--- src/rtl/ioroute_pkg.sv ---
package ioroute_pkg;
  localparam int ADDR_W      = 8;
  localparam int DATA_W      = 32;
  localparam int SEL_W       = 8;
  localparam int VEC_W       = 8;
  localparam int MASK_BIT    = 16;
  localparam int ID_LSB      = 24;
  localparam logic [ADDR_W-1:0] OFF_SEL = 8'h00;
  localparam logic [ADDR_W-1:0] OFF_WIN = 8'h10;
  localparam logic [SEL_W-1:0]  IDX_ID   = 8'h00;
  localparam logic [SEL_W-1:0]  IDX_VER  = 8'h01;
  localparam logic [SEL_W-1:0]  IDX_ARB  = 8'h02;
  localparam logic [SEL_W-1:0]  IDX_ENT  = 8'h10;
  localparam logic [DATA_W-1:0] LO_RESET = 32'h0001_0000;

  function automatic logic [DATA_W-1:0] version_word(input int lines);
    version_word = 32'h11 | (DATA_W'(lines - 1) << 16);
  endfunction
endpackage

--- src/rtl/ioroute_regs.sv ---
module ioroute_regs
  import ioroute_pkg::*;
#(
  parameter int N = 24
) (
  input  logic                   clk,
  input  logic                   rst_n,
  input  logic                   bus_wr,
  input  logic                   bus_rd,
  input  logic [ADDR_W-1:0]      bus_addr,
  input  logic [DATA_W-1:0]      bus_wdata,
  output logic [DATA_W-1:0]      bus_rdata,
  output logic [SEL_W-1:0]       sel_o,
  output logic [N-1:0]           line_mask,
  output logic [N-1:0][VEC_W-1:0] line_vec
);
  localparam int LINE_W = (N > 1) ? $clog2(N) : 1;
  localparam logic [SEL_W-1:0] ENT_END = SEL_W'(int'(IDX_ENT) + 2 * N);

  logic [SEL_W-1:0]          sel_q;
  logic [VEC_W-1:0]          id_q;
  logic [N-1:0][DATA_W-1:0]  lo_q;
  logic [N-1:0][DATA_W-1:0]  hi_q;
  logic                      win_wr;
  logic                      in_ent;
  logic [LINE_W-1:0]         ent_line;

  assign win_wr   = bus_wr && (bus_addr == OFF_WIN);
  assign in_ent   = (sel_q >= IDX_ENT) && (sel_q < ENT_END);
  assign ent_line = LINE_W'((sel_q - IDX_ENT) >> 1);
  assign sel_o    = sel_q;

  always_ff @(posedge clk) begin
    if (!rst_n) begin
      sel_q <= '0;
      id_q  <= '0;
    end else begin
      if (bus_wr && (bus_addr == OFF_SEL)) sel_q <= bus_wdata[SEL_W-1:0];
      if (win_wr && (sel_q == IDX_ID))     id_q  <= bus_wdata[DATA_W-1:ID_LSB];
    end
  end

  for (genvar g = 0; g < N; g++) begin : g_ent
    localparam logic [SEL_W-1:0] LO_IDX = SEL_W'(int'(IDX_ENT) + 2 * g);
    localparam logic [SEL_W-1:0] HI_IDX = SEL_W'(int'(IDX_ENT) + 2 * g + 1);
    always_ff @(posedge clk) begin
      if (!rst_n) begin
        lo_q[g] <= LO_RESET;
        hi_q[g] <= '0;
      end else if (win_wr) begin
        if (sel_q == LO_IDX) lo_q[g] <= bus_wdata;
        if (sel_q == HI_IDX) hi_q[g] <= bus_wdata;
      end
    end
    assign line_mask[g] = lo_q[g][MASK_BIT];
    assign line_vec[g]  = lo_q[g][VEC_W-1:0];
  end

  always_comb begin
    bus_rdata = '0;
    if (bus_rd && (bus_addr == OFF_WIN)) begin
      if (sel_q == IDX_ID)       bus_rdata = {id_q, 24'h0};
      else if (sel_q == IDX_VER) bus_rdata = version_word(N);
      else if (in_ent)           bus_rdata = sel_q[0] ? hi_q[ent_line] : lo_q[ent_line];
    end
  end
endmodule

--- src/rtl/ioroute_pend.sv ---
module ioroute_pend #(
  parameter int N = 24
) (
  input  logic         clk,
  input  logic         rst_n,
  input  logic [N-1:0] irq_in,
  input  logic [N-1:0] line_mask,
  input  logic [N-1:0] grant,
  output logic [N-1:0] pend_o
);
  logic [N-1:0] irq_q;
  logic [N-1:0] pend_q;
  logic [N-1:0] accept;

  assign accept = irq_in & ~irq_q & ~line_mask;
  assign pend_o = pend_q;

  always_ff @(posedge clk) begin
    if (!rst_n) begin
      irq_q  <= '0;
      pend_q <= '0;
    end else begin
      irq_q  <= irq_in;
      pend_q <= (pend_q & ~grant) | accept;
    end
  end
endmodule

--- src/rtl/ioroute_out.sv ---
module ioroute_out
  import ioroute_pkg::*;
#(
  parameter int N = 24
) (
  input  logic                    clk,
  input  logic                    rst_n,
  input  logic [N-1:0]            pend,
  input  logic [N-1:0][VEC_W-1:0] line_vec,
  input  logic                    req_ready,
  output logic                    req_valid,
  output logic [VEC_W-1:0]        req_vector,
  output logic [N-1:0]            grant
);
  logic             load;
  logic [N-1:0]     lowest;
  logic [VEC_W-1:0] pick_vec;

  assign load   = !req_valid || req_ready;
  assign lowest = pend & (~pend + N'(1));
  assign grant  = load ? lowest : '0;

  always_comb begin
    pick_vec = '0;
    for (int i = 0; i < N; i++) begin
      if (lowest[i]) pick_vec = pick_vec | line_vec[i];
    end
  end

  always_ff @(posedge clk) begin
    if (!rst_n) begin
      req_valid  <= 1'b0;
      req_vector <= '0;
    end else if (load) begin
      req_valid  <= |pend;
      req_vector <= pick_vec;
    end
  end
endmodule

--- src/rtl/ioroute_top.sv ---
module ioroute_top
  import ioroute_pkg::*;
#(
  parameter int N = 24
) (
  input  logic              clk,
  input  logic              rst_n,
  input  logic              bus_wr,
  input  logic              bus_rd,
  input  logic [ADDR_W-1:0] bus_addr,
  input  logic [DATA_W-1:0] bus_wdata,
  output logic [DATA_W-1:0] bus_rdata,
  input  logic [N-1:0]      irq_in,
  output logic              req_valid,
  input  logic              req_ready,
  output logic [VEC_W-1:0]  req_vector
);
  logic [SEL_W-1:0]           sel;
  logic [N-1:0]               line_mask;
  logic [N-1:0][VEC_W-1:0]    line_vec;
  logic [N-1:0]               pend;
  logic [N-1:0]               grant;

  ioroute_regs #(.N(N)) u_regs (
    .clk(clk), .rst_n(rst_n), .bus_wr(bus_wr), .bus_rd(bus_rd),
    .bus_addr(bus_addr), .bus_wdata(bus_wdata), .bus_rdata(bus_rdata),
    .sel_o(sel), .line_mask(line_mask), .line_vec(line_vec)
  );

  ioroute_pend #(.N(N)) u_pend (
    .clk(clk), .rst_n(rst_n), .irq_in(irq_in), .line_mask(line_mask),
    .grant(grant), .pend_o(pend)
  );

  ioroute_out #(.N(N)) u_out (
    .clk(clk), .rst_n(rst_n), .pend(pend), .line_vec(line_vec),
    .req_ready(req_ready), .req_valid(req_valid), .req_vector(req_vector),
    .grant(grant)
  );
endmodule

--- config.mk ---
export PLATFORM = sky130hd
export DESIGN_NAME = ioroute_top
export DESIGN_NICKNAME = d
export VERILOG_FILES = /design/src/rtl/ioroute_pkg.sv /design/src/rtl/ioroute_regs.sv /design/src/rtl/ioroute_pend.sv /design/src/rtl/ioroute_out.sv /design/src/rtl/ioroute_top.sv
export SDC_FILE = /design/constraint.sdc
export NUM_CORES = 2
export LEC_CHECK = 0
export ABC_AREA = 1
export BUFFER_PORTS_ARGS = -buffer_cell sky130_fd_sc_hd__buf_2
export CORE_AREA = 3 3 490 346
export CTS_BUF_LIST = sky130_fd_sc_hd__clkbuf_8
export CTS_CLUSTER_SIZE = 25
export DETAILED_ROUTE_END_ITERATION = 8
export DIE_AREA = 0 0 493 349
export GPL_TIMING_DRIVEN = 0
export PLACE_DENSITY_LB_ADDON = 0.3
export REMOVE_ABC_BUFFERS = 1
export SKIP_CTS_REPAIR_TIMING = 1
export SLEW_MARGIN = 5
export SYNTH_ARGS = -nofsm -noshare
export SYNTH_HDL_FRONTEND = slang
export SYNTH_SLANG_ARGS = --single-unit
export TNS_END_PERCENT = 10
--- constraint.sdc ---
create_clock -name clk -period 5.4 [get_ports clk]
set_input_delay 0.27 -clock clk [delete_from_list [all_inputs] [get_ports clk]]
set_output_delay 0.27 -clock clk [all_outputs]
set_load 0.01 [all_outputs]
==> flow_metrics.py <==
metrics = {
    "route": {
        "vias_per_cell": 6.17,
        "wl_per_cell_um": 23.6,
        "drt_pre_antenna_iters": 9,
        "drc": 2,
        "routed_wl_um": 308000,
        "drtIter0Drc": 14100,
        "ant_nets": 0,
        "via_count": 80500,
    },
    "timing": {
        "fin_crit_ns": 5.46,
        "slew_violations": 48,
        "finalCritPeriodShare_pct": 101,
        "totalNegativeSetupSlack_ns": -0.179,
        "setup_violations": 5,
        "hold_viol": 0,
        "worst_slack_ns": -0.0591,
        "max_freq_mhz": 183,
        "tightest_slew_ns": 1.54,
        "finalClockSkew_ns": 0.0428,
        "slew_headroom_pct": -2.86,
    },
    "die": {
        "rows": 125,
        "core_mm2": 0.165,
        "initial_core_util_pct": 45.8,
        "die_h_um": 349,
        "die_area_mm2": 0.172,
        "die_width_um": 493,
        "io_pins": 110,
    },
    "power": {
        "p_per_area_mw_per_mm2": 268,
        "power.leakage_nw": 28.1,
        "vdd_drop_max_uv": 209,
    },
    "yosys": {
        "ys.flop_type": "dfxtp_1",
        "avgSynthCellArea_um2": 6.79,
        "netlist.area_leader.share_pct": 42.5,
        "syn_area_mm2": 0.0758,
        "yosys_warnings": 0,
        "synth_most_common_cell": "nand2_1",
        "synth_common_cells": "3,222 x nand2_1, 1,957 x nand3_1, 1,713 x a21oi_1, 1,609 x dfxtp_1, 567 x nor2_1",
        "ys_seq_area_share_pct": 42.5,
        "synthTopCellsByArea": "dfxtp_1 42%, nand2_1 16%, nand3_1 13%",
        "synth_seq_cells": 1609,
        "synth_edf_count": 0,
        "yosysUniqueCellTypes": 37,
        "synthArstFlopShare_pct": 0,
        "synthCells": 11200,
        "yosys.area.top_type": "dfxtp_1",
    },
    "setup_path": {
        "crit_type": "register to primary output",
        "cp_max_fo": 33,
        "worst_setup_path_end_kind": "primary output",
        "start_kind": "register",
        "slowest_delay_ns": 0.70,
        "worst-endpoint-required_ns": 5.13,
        "critPathTopFamily": "buffers and inverters",
        "cp.buffers_inverters": 7,
        "path_cells": "buf_12 > inv_4 > nor2_4 > buf_12 > buf_16 > buf_12 > buf_16 > nand2_1 > nand3b_1 > nand3_1 > nand3_1 > nand3_1 > a21oi_1 > buf_2",
        "cp.arrival_ns": 5.19,
        "crit_slowest_cell": "dfxtp_4",
    },
    "cells_and_area": {
        "fillers": 16100,
        "drive_gt1_share_pct": 7.36,
        "syn2layout_area_growth_pct": 10.2,
        "seqCellArea_mm2": 0.0322,
        "finalInstanceArea_mm2": 0.0835,
        "utilization_pct": 50.5,
        "layout.nets": 10700,
        "multi_input_area_mm2": 0.0374,
    },
    "global_routing": {
        "grt_pass1_wl_um": 451000,
        "grt_overflow": 0,
        "track_usage_pct": 33.6,
        "antenna_found_initial": 7,
        "grt_max_degree": 182,
        "first_global_vias": 72200,
    },
    "cts": {
        "cts.sink_count": 1609,
        "cts_tree": "done",
        "cts-buffers-inserted": 231,
        "root_buffer": "clkbuf_8",
        "cts_buffer_depth": 3,
        "clk_latency_ns": 0.98,
        "path_clk_slew_ns": 0.07,
        "cts.htree.levels": 4,
    },
    "place": {
        "numPortBuffers": 109,
        "dpl_worst_slack_ns": 0.163,
        "gp_congestion": 0.911,
        "post-dp-hpwl_um": 177000,
        "place_area_mm2": 0.0781,
    },
    "outcome": {
        "status": "finished, violations left",
        "violations": "design-rule violations, max-slew violations, negative setup slack",
    },
    "min_path": {
        "hp-class": "primary input to register",
    },
    "job": {
        "drv_cap": 0,
    },
}
==> worst reg2reg max path: cells and delay by family, from the launching register on <==
kind	cells	cell delay, ns
simple gates	5	2.73
buf+inv	4	1.39
flops	1	0.70
compound gates	1	0.11
==> routing by layer <==
metal | up-vias | wire length (µm) | global-route usage, % | part of all wire (%)
met4 | 3 | 13800 | 14.9 | 4.5
li1 | 35900 | - | - | -
met2 | 5941 | 125000 | 47.5 | 41
met3 | 793 | 48000 | 10.1 | 16
met1 | 37800 | 121000 | 46.9 | 39
met5 | - | 122 | 0 | 0.040
==> layout make-up <==
cell class,instances,area share (%)
diodes,4,0.0120
clock buffers,293,4.83
clock inverters,109,0.593
inverters,307,1.44
multi-input cells,8149,44.8
flip-flops and latches,1609,38.6
well taps,2222,3.33
repair buffers,349,6.38
==> layout by cell type, fill, tap and decap left out, types with 9 or more instances in the layout <==
master,synthesis,routed
nand2_1,3222,3185
nand3_1,1957,1954
a21oi_1,1713,1713
dfxtp_1,1609,1604
nor2_1,567,526
inv_1,299,376
clkbuf_8,0,293
o21ai_0,254,254
nand4_1,150,150
buf_12,0,92
buf_2,398,88
buf_16,0,78
o211ai_1,74,74
dlygate4sd3_1,0,60
nor2_4,5,56
nand2_2,20,54
nand3b_1,41,41
nor3_1,40,40
buf_4,94,26
clkinv_2,0,21
or2_2,15,15
o211ai_2,12,12
a211oi_1,11,11
a22oi_1,11,11
or3b_2,10,10
nor2_2,18,9
==> power by group <==
part / switching [W] / internal [W]
Sequential: 0.00000323 / 0.0119
Combinational: 0.000590 / 0.000112
Clock: 0.00494 / 0.00487
==> flip-flops by register name, summed over array words and instances, names as in the netlist <==
name              cells
u_regs.line_vec     192
u_regs.hi_q         768
u_out.req_vector      8
u_regs.line_mask     24
u_pend.pend_o        24
u_regs.sel_o          8
u_regs.id_q           8
u_pend.irq_q         24
u_regs.lo_q         552
u_out.req_valid       1
==> per-stage QoR <==
stage | cells | hold slack [ns] | power [W]
after floorplan | 10100 | 0.345 | 0.0123
after global placement | 12400 | 0.443 | 0.0128
after detailed placement | 12600 | 0.449 | 0.0128
after CTS | 13000 | -0.577 | 0.0223
after global routing | 13000 | 0.0156 | 0.0229
final | 13000 | 0.00718 | 0.0224
==> final timing paths <==
| kind | startpoint | depth (start not counted) | slack (ns) | to |
|---|---|---|---|---|
| worst max-delay path | u_regs.sel_o[3]$_SDFFE_PN0P_ | 14 | -0.06 | bus_rdata[8] |
| worst min-delay path | bus_wdata[10] | 3 | 0.007 | u_regs.lo_q[106]$_SDFFE_PN0P_ |
| worst max register to register | u_regs.sel_o[3]$_SDFFE_PN0P_ | 10 | 0.32 | u_regs.line_mask[7]$_SDFFE_PN1P_ |
| worst min register to register | u_regs.hi_q[302]$_SDFFE_PN0P_ | 2 | 0.46 | u_regs.hi_q[302]$_SDFFE_PN0P_ |
==> cell families (layout without fill, tap and decap cells) <==
logic type	count (synthesis)	after routing	synth area share [%]
and+or+nand+nor	6052	6053	34.3
AOI/OAI and AO/OA	2092	2092	14.3
DFF	1609	1609	42.5
buffers and inverters	1398	1058	8.80
adders and majority gates	4	4	0.0660
other	0	4	0
Note: power is estimated with default switching activity, not from simulation.
